===== config.mk =====
export PLATFORM = sky130hd
export DESIGN_NAME = dio_regfile
export DESIGN_NICKNAME = d
export VERILOG_FILES = /design/src/rtl/dio_pkg.sv /design/src/rtl/dio_sync.sv /design/src/rtl/dio_wr_bank.sv /design/src/rtl/dio_rd_mux.sv /design/src/rtl/dio_regfile.sv
export SDC_FILE = /design/constraint.sdc
export NUM_CORES = 1
export LEC_CHECK = 0
export ABC_AREA = 1
export BUFFER_PORTS_ARGS = -buffer_cell sky130_fd_sc_hd__buf_4
export CAP_MARGIN = 20
export CORE_ASPECT_RATIO = 1.5
export CORE_UTILIZATION = 36
export DETAILED_ROUTE_END_ITERATION = 8
export HOLD_SLACK_MARGIN = 0.03
export SYNTH_ARGS = -nofsm -noshare
export SYNTH_HDL_FRONTEND = slang
export SYNTH_SLANG_ARGS = --single-unit
export TNS_END_PERCENT = 20

===== constraint.sdc =====
create_clock -name clk_i -period 4.48 [get_ports clk_i]
set_clock_uncertainty 0.1 [all_clocks]
set_input_delay 0.224 -clock clk_i [delete_from_list [all_inputs] [get_ports clk_i]]
set_output_delay 0.224 -clock clk_i [all_outputs]
set_load 0.05 [all_outputs]

===== src/rtl/dio_pkg.sv =====
package dio_pkg;
  localparam int ADDR_W = 4;
  localparam int DATA_W = 8;

  localparam int OFF_OUT0    = 0;
  localparam int OFF_TTL_OUT = 3;
  localparam int OFF_IN0     = 4;
  localparam int OFF_TTL_IN  = 7;
  localparam int OFF_CTL     = 12;
  localparam int OFF_RSVD    = 13;
  localparam int OFF_SRST    = 15;

  localparam int CTL_TTL_DIR = 1;

  function automatic logic is_ext_off(input logic [ADDR_W-1:0] a);
    return (a inside {4'd8, 4'd9, 4'd10, 4'd11, 4'd14});
  endfunction
endpackage


===== src/rtl/dio_sync.sv =====
module dio_sync #(
  parameter int W      = 8,
  parameter int STAGES = 2
) (
  input  logic         clk_i,
  input  logic         rst_ni,
  input  logic [W-1:0] d_i,
  output logic [W-1:0] q_o
);
  logic [STAGES-1:0][W-1:0] chain_q;

  always_ff @(posedge clk_i or negedge rst_ni) begin
    if (!rst_ni) chain_q[0] <= '0;
    else         chain_q[0] <= d_i;
  end

  for (genvar s = 1; s < STAGES; s++) begin : g_stage
    always_ff @(posedge clk_i or negedge rst_ni) begin
      if (!rst_ni) chain_q[s] <= '0;
      else         chain_q[s] <= chain_q[s-1];
    end
  end

  assign q_o = chain_q[STAGES-1];
endmodule


===== src/rtl/dio_wr_bank.sv =====
module dio_wr_bank #(
  parameter int BYTES  = 3,
  parameter int BASE   = 0,
  parameter int ADDR_W = 4,
  parameter int DATA_W = 8,
  localparam int W     = BYTES * DATA_W
) (
  input  logic              clk_i,
  input  logic              rst_ni,
  input  logic              wr_i,
  input  logic [ADDR_W-1:0] addr_i,
  input  logic [DATA_W-1:0] wdata_i,
  input  logic              clr_i,
  output logic [W-1:0]      q_o
);
  for (genvar b = 0; b < BYTES; b++) begin : g_byte
    localparam logic [ADDR_W-1:0] MY_OFF = ADDR_W'(BASE + b);
    logic [DATA_W-1:0] byte_q;

    always_ff @(posedge clk_i or negedge rst_ni) begin
      if (!rst_ni)                        byte_q <= '0;
      else if (clr_i)                     byte_q <= '0;
      else if (wr_i && addr_i == MY_OFF)  byte_q <= wdata_i;
    end

    assign q_o[b*DATA_W +: DATA_W] = byte_q;
  end
endmodule


===== src/rtl/dio_rd_mux.sv =====
module dio_rd_mux
  import dio_pkg::*;
#(
  parameter int OUT_BYTES = 3,
  parameter int IN_BYTES  = 3
) (
  input  logic [ADDR_W-1:0]           addr_i,
  input  logic [OUT_BYTES*DATA_W-1:0] out_q_i,
  input  logic [IN_BYTES*DATA_W-1:0]  in_q_i,
  input  logic [DATA_W-1:0]           ttl_out_q_i,
  input  logic [DATA_W-1:0]           ttl_in_q_i,
  input  logic [DATA_W-1:0]           ctl_q_i,
  input  logic                        irq_i,
  input  logic [DATA_W-1:0]           ext_rdata_i,
  output logic [DATA_W-1:0]           rd_val_o
);
  logic ttl_out_mode;
  assign ttl_out_mode = ctl_q_i[CTL_TTL_DIR];

  always_comb begin
    rd_val_o = '0;
    for (int b = 0; b < OUT_BYTES; b++) begin
      if (addr_i == ADDR_W'(OFF_OUT0 + b)) rd_val_o = out_q_i[b*DATA_W +: DATA_W];
    end
    for (int b = 0; b < IN_BYTES; b++) begin
      if (addr_i == ADDR_W'(OFF_IN0 + b)) rd_val_o = in_q_i[b*DATA_W +: DATA_W];
    end
    if (addr_i == ADDR_W'(OFF_TTL_OUT)) rd_val_o = ttl_out_q_i;
    if (addr_i == ADDR_W'(OFF_TTL_IN))  rd_val_o = ttl_out_mode ? ttl_out_q_i : ttl_in_q_i;
    if (addr_i == ADDR_W'(OFF_CTL))     rd_val_o = ctl_q_i;
    if (addr_i == ADDR_W'(OFF_SRST))    rd_val_o = {{(DATA_W-1){1'b0}}, irq_i};
    if (is_ext_off(addr_i))             rd_val_o = ext_rdata_i;
  end
endmodule


===== src/rtl/dio_regfile.sv =====
module dio_regfile
  import dio_pkg::*;
#(
  parameter int OUT_BYTES   = 3,
  parameter int IN_BYTES    = 3,
  parameter int SYNC_STAGES = 2,
  localparam int OUT_W      = OUT_BYTES * DATA_W,
  localparam int IN_W       = IN_BYTES * DATA_W
) (
  input  logic              clk_i,
  input  logic              rst_ni,
  input  logic [ADDR_W-1:0] addr_i,
  input  logic              wr_i,
  input  logic              rd_i,
  input  logic [DATA_W-1:0] wdata_i,
  output logic [DATA_W-1:0] rdata_o,
  output logic [OUT_W-1:0]  out_o,
  input  logic [IN_W-1:0]   in_i,
  input  logic [DATA_W-1:0] ttl_i,
  output logic [DATA_W-1:0] ttl_o,
  output logic [DATA_W-1:0] ttl_oe_o,
  input  logic              irq_i,
  output logic [ADDR_W-1:0] ext_addr_o,
  output logic [DATA_W-1:0] ext_wdata_o,
  output logic              ext_wr_o,
  output logic              ext_rd_o,
  input  logic [DATA_W-1:0] ext_rdata_i,
  output logic              soft_rst_o
);
  logic [OUT_W-1:0]  out_q;
  logic [IN_W-1:0]   in_q;
  logic [DATA_W-1:0] ttl_out_q, ttl_in_q, ctl_q, rd_val, rdata_q;
  logic              srst;

  assign srst = wr_i && (addr_i == ADDR_W'(OFF_SRST));

  dio_wr_bank #(.BYTES(OUT_BYTES), .BASE(OFF_OUT0), .ADDR_W(ADDR_W), .DATA_W(DATA_W)) u_out (
    .clk_i, .rst_ni, .wr_i, .addr_i, .wdata_i, .clr_i(srst), .q_o(out_q)
  );

  dio_wr_bank #(.BYTES(1), .BASE(OFF_TTL_OUT), .ADDR_W(ADDR_W), .DATA_W(DATA_W)) u_ttl (
    .clk_i, .rst_ni, .wr_i, .addr_i, .wdata_i, .clr_i(srst), .q_o(ttl_out_q)
  );

  dio_wr_bank #(.BYTES(1), .BASE(OFF_CTL), .ADDR_W(ADDR_W), .DATA_W(DATA_W)) u_ctl (
    .clk_i, .rst_ni, .wr_i, .addr_i, .wdata_i, .clr_i(srst), .q_o(ctl_q)
  );

  dio_sync #(.W(IN_W), .STAGES(SYNC_STAGES)) u_in_sync (
    .clk_i, .rst_ni, .d_i(in_i), .q_o(in_q)
  );

  dio_sync #(.W(DATA_W), .STAGES(SYNC_STAGES)) u_ttl_sync (
    .clk_i, .rst_ni, .d_i(ttl_i), .q_o(ttl_in_q)
  );

  dio_rd_mux #(.OUT_BYTES(OUT_BYTES), .IN_BYTES(IN_BYTES)) u_rd_mux (
    .addr_i,
    .out_q_i    (out_q),
    .in_q_i     (in_q),
    .ttl_out_q_i(ttl_out_q),
    .ttl_in_q_i (ttl_in_q),
    .ctl_q_i    (ctl_q),
    .irq_i,
    .ext_rdata_i,
    .rd_val_o   (rd_val)
  );

  always_ff @(posedge clk_i or negedge rst_ni) begin
    if (!rst_ni)   rdata_q <= '0;
    else if (rd_i) rdata_q <= rd_val;
  end

  assign rdata_o     = rdata_q;
  assign out_o       = out_q;
  assign ttl_o       = ttl_out_q;
  assign ttl_oe_o    = {DATA_W{ctl_q[CTL_TTL_DIR]}};
  assign ext_addr_o  = addr_i;
  assign ext_wdata_o = wdata_i;
  assign ext_wr_o    = wr_i && is_ext_off(addr_i);
  assign ext_rd_o    = rd_i && is_ext_off(addr_i);
  assign soft_rst_o  = srst;
endmodule


# Yosys cells after proc, flatten, opt, wreduce, memory -nomap -nowiden
# Index checks and enable logic that the tools add are counted.
word_totals:
  ff_bits: 112
  in_bits: 57
  out_inout_bits: 63
  elab_cells: 61
classes:
  eq_ne: 14
  muxes: 22
  n_reduce_logical: 15
op_table:
  columns: ["operator", "n"]
  rows:
  - ["8-bit 2-to-1 mux", 22]
  - ["4-bit equality test, second input constant", 7]
  - ["4-bit by 3-bit equality test with 1-bit output, second input constant", 4]
  - ["2-bit nonzero test", 5]
  - ["4-bit by 2-bit equality test with 1-bit output, second input constant", 2]
  - ["1-bit logical AND", 8]
  - ["5-bit nonzero test", 1]
  - ["4-bit by 1-bit equality test with 1-bit output, second input constant", 1]
  - ["4-bit zero test", 1]

# Longest topological paths before layout
depth:
  depth_word: 12
  depth_mapped: 11
  depth_no_buf: 11

# By module
# Synthesis repeated with hierarchy kept, for this count alone.
hier_totals:
  cells_unflattened: 570
  hier_area_um2: 5093.6
by_module_without_submodules:
  columns: ["mod", "instances", "cells_per_inst", "area_each_um2", "seq_area_each_um2"]
  rows:
  - ["dio_sync (u_in_sync)", 1, 72, 1381.3, 1201.2]
  - ["dio_wr_bank (u_out)", 1, 132, 1131.1, 600.6]
  - ["dio_rd_mux", 1, 201, 870.8, 0.0]
  - ["dio_regfile", 1, 60, 494.2, 200.2]
  - ["dio_sync (u_ttl_sync)", 1, 24, 460.4, 400.4]
  - ["dio_wr_bank (u_ctl)", 1, 39, 382.9, 200.2]
  - ["dio_wr_bank (u_ttl)", 1, 42, 372.9, 200.2]

# Worst setup path before layout
# OpenSTA, ideal clock, no wires.
synth_path:
  path_kind: "input -> register"
  startpoint: "input addr_i[3]"
  endpoint: "register u_out.g_byte[1].byte_q[5]"
  setup_ns: 0.124
  arrival_ns: 1.423
  t_required_ns: 4.256
  path_slack_ns: 2.833
  cell_stages: 7
  n_path_buf: 0
  path_cell_list: "nand2_1 > nor2_4 > inv_2 > nor2_2 > inv_2 > nand2_1 > o21ai_1"
synth_via:
  elab_chain_len: 3
  word_cells_on_any_way: 6
  classes_between: "eq/ne: 2; mux: 1; reduce/logical: 3"
synth_rtl:
  columns: ["element", "line", "source"]
  rows:
  - ["start, declared", "dio_regfile.sv:12", "input logic [ADDR_W-1:0] addr_i,"]
  - ["4-bit equality test (*)", "dio_regfile.sv:35", "assign srst = wr_i && (addr_i == ADDR_W'(OFF_SRST));"]
  - ["1-bit logical AND (*)", "dio_regfile.sv:35", null]
  - ["net soft_rst_o", "dio_regfile.sv:28", "output logic soft_rst_o"]
  - ["8-bit 2-to-1 mux / 2-bit nonzero test (equally long branches)", null, null]
  - ["end signal, assigned", "dio_wr_bank.sv:23", "else if (wr_i && addr_i == MY_OFF) byte_q <= wdata_i;"]
  - ["end, declared", "dio_wr_bank.sv:18", "logic [DATA_W-1:0] byte_q;"]
# The timed path passes the listed nets; every way through them passes the cells marked *.
# A chain may end at the register's enable or synchronous reset.

# Final worst setup path
layout_path:
  startpoint: "register u_ctl.g_byte[0].byte_q[1] (netlist: u_ctl.q_o[1])"
  endpoint: "register rdata_q[3] (netlist: rdata_o[3])"
layout_via:
  elab_chain_len: 5
layout_rtl:
  columns: ["element", "line", "source"]
  rows:
  - ["start, declared", "dio_wr_bank.sv:18", null]
  - ["start signal, assigned", "dio_wr_bank.sv:23", null]
  - ["8-bit 2-to-1 mux (2 in a row)", "dio_rd_mux.sv:29", "if (addr_i == ADDR_W'(OFF_TTL_IN)) rd_val_o = ttl_out_mode ? ttl_out_q_i : ttl_in_q_i;"]
  - ["8-bit 2-to-1 mux", "dio_rd_mux.sv:30", "if (addr_i == ADDR_W'(OFF_CTL)) rd_val_o = ctl_q_i;"]
  - ["8-bit 2-to-1 mux", "dio_rd_mux.sv:31", "if (addr_i == ADDR_W'(OFF_SRST)) rd_val_o = {{(DATA_W-1){1'b0}}, irq_i};"]
  - ["8-bit 2-to-1 mux", "dio_rd_mux.sv:32", "if (is_ext_off(addr_i)) rd_val_o = ext_rdata_i;"]
  - ["end signal, assigned", "dio_regfile.sv:71", "else if (rd_i) rdata_q <= rd_val;"]
  - ["end, declared", "dio_regfile.sv:32", "logic [DATA_W-1:0] ttl_out_q, ttl_in_q, ctl_q, rd_val, rdata_q;"]
# No other way between the ends.

==> impl_metrics.yaml <==
run_status:
  status: "finished, final reports clean"
floorplan:
  num_io_pins: 120
  dieArea_um2: 12800
  core_um2: 12000
  die_w_um: 92.7
  die_h_um: 138
  start_util_pct: 37.0
  rows: 49
grt:
  grt_pass1_vias: 3427
  busiest_layer: "met2"
  grt_overflow: 0
  use_met3_pct: 3.91
  met1_usage_pct: 22.9
  antenna_found_initial: 0
  grt_pass1_wl_mm: 17.9
  met2_usage_pct: 31.3
  track_usage_pct: 18.4
  grt_max_degree: 73
hold_path:
  min_path_type: "in2reg"
  worstHoldStart: "ext_rdata_i[6]"
sta:
  finalCriticalPeriod_ns: 2.03
  finalMaxSlewViolations: 0
  worst_slack_ns: 2.45
  finalSetupViolCount: 0
  rsz0062_at_grt: "no"
  fin_crit_sh_pct: 45.2
  tns_ns: 0
  hold_violations: 0
  worst_hold_slack_ns: 0.0709
  relSlewSlack_pct: 32.0
  worst_slew_pin_slew_ns: 1.01
  fmax_ghz: 0.494
routing:
  avgViaCountPerCell: 4.62
  dr.pass1.iters: 5
  num_vias: 3520
  wirelength_mm: 11.2
  drt_iter0_markers: 234
  drc_errors: 0
  wire_per_inst_um: 14.7
  ant_nets: 0
yosys:
  synth_seq_cells: 112
  yosysSeqAreaShare_pct: 63.1
  synth_common_cells: "140 x nand2_1, 112 x dfrtp_1, 33 x o21ai_0, 29 x nor2_1, 27 x o21ai_1"
  synth.cell_area_um2: 4440
  syn_avg_cell_area_um2: 9.47
  yosysUniqueCellTypes: 23
  synth.area.top_cells: "dfrtp_1 63%, nand2_1 12%, o21ai_0 3.7%"
  synth.net_count: 526
  synth_edf_count: 0
  synthCells: 469
  synthArstFlopShare_pct: 100
  synth.top_cell.area_share_pct: 63.1
  synth_most_common_cell: "nand2_1"
  synth_area_leader_cell: "dfrtp_1"
  yosysWarnings: 0
  synth_flop_cell: "dfrtp_1"
clock_network:
  post_cts_buffers: 0
  cts.path.max_buffers: 2
  cts_tree: "yes"
  cts_num_sinks: 112
  clk_pin_slew_worst_paths_ns: 0.07
  cts_buffers: 9
  cts-root-buf: "clkbuf_16"
  htreeDepth: 3
  clkLatencyLatePin_ns: 0.35
placed_design:
  place_area_um2: 5340
  post-dp-hpwl_mm: 8.25
  io_buffers: 119
  post-place-ws_ns: 2.51
  place.gp.congestion: 0.891
  dp_cells: 713
worst_setup_path:
  startpoint_type: "register"
  criticalPathCategory: "reg2reg"
  r2r-start: "u_ctl.q_o[1]"
  worstPathRequired_ns: 4.62
  cpMostUsedCell: "nand2_1"
  slowest_delay_ns: 0.70
  critPathCaptureType: "register"
  worstPathArrival_ns: 2.17
  crit_fanout: 17
  crit_chain: "clkinv_1 > nand2_1 > nand2_1 > a21oi_1 > nand4_1 > nand2_1 > nand2_1"
  crit_slowest_cell: "dfrtp_1"
  ff2ff_setup_slack_ns: 2.45
  startpoint: "u_ctl.q_o[1]"
finish:
  area_growth_pct: 33.8
  finalNonFillerCells: 762
  fin_util_pct: 49.5
  nets: 661
  fillers: 1164
  final_area_um2: 5940
  drive_above_1_share_pct: 25.6
  antennaDiodeCount: 0
job:
  max_cap_violations: 0
pwr:
  power_density_nw_per_um2: 464
  ir_drop_mv: 0.216
  leakage_nw: 2.96
  finalPower_mw: 2.76
## path summary, 6_finish.rpt
| check | endpoint | depth (start not counted) |
|---|---|---|
| worst max register to register | rdata_o[3] | 7 |
| min in group asynchronous | u_ttl_sync.chain_q[6] | 2 |
| worst min-delay path | rdata_o[6] | 5 |
| worst min register to register | u_in_sync.q_o[5] | 0 |
| max in group asynchronous | u_in_sync.q_o[1] | 3 |
| worst max-delay path | rdata_o[3] | 7 |
## metal layers
layer | part of all wire (%) | vias to the layer above
li1 | - | 1746
met1 | 41 | 1643
met2 | 52 | 118
met3 | 5.3 | 13
met4 | 2.0 | 0
met5 | 0 | -
## cell usage in the layout (no fill, tap or decap), drive strengths merged, types with 9 or more instances in the layout
cell,count
nand2,141
nand3,20
clkbuf,10
buf,120
nand4,9
nor2,34
inv,34
a21oi,12
o21ai,64
dlygate4sd3,33
dfrtp,112
## state kept, by name (all words and copies together), names as in the netlist
name / cells
u_ttl_sync.q_o: 8
u_out.g_byte.byte_q: 24
u_ttl_sync.chain_q: 8
rdata_o: 8
u_in_sync.q_o: 24
u_ctl.q_o: 8
u_in_sync.chain_q: 24
u_ttl.q_o: 8
## worst max-delay path, delay by kind of cell, from the launching register on
family	cells	cell delay, ns
AND/OR/NAND/NOR	5	0.51
flip-flops	1	0.70
AO/OA/AOI/OAI	1	0.15
buffers and inverters	1	0.45
## power breakdown
part           switching (mW)  total [mW]  internal, mW  leakage, nW
clock network           0.360       0.740         0.380        0.133
logic                   0.541       0.781         0.240         1.47
registers               0.109        1.24          1.13         1.35
total                    1.01        2.76          1.75         2.96
## final cells by class
class / count / area [um2] / share of cell area, %
timing repair buffer: 153 / 1230 / 20.7
sequential: 112 / 2800 / 47.2
clock buffer: 10 / 229 / 3.85
tap: 153 / 191 / 3.22
multi-input combinational: 291 / 1310 / 22.0
clock inverter: 6 / 43.8 / 0.737
inverter: 37 / 139 / 2.34
## cell families after synthesis
group | count (synthesis) | share of synthesized area (%)
and+or+nand+nor | 214 | 20.3
DFF | 112 | 63.1
AOI/OAI and AO/OA | 77 | 9.07
buffers and inverters | 66 | 7.49
## timing repair
| action | 4_1_cts | 5_1_grt |
|---|---|---|
| hold buffers | 33 | 0 |
| gates resized for setup | 0 | 0 |
| endpoints found under the hold margin | 103 | 0 |
Power figures use the tool's default switching activity.
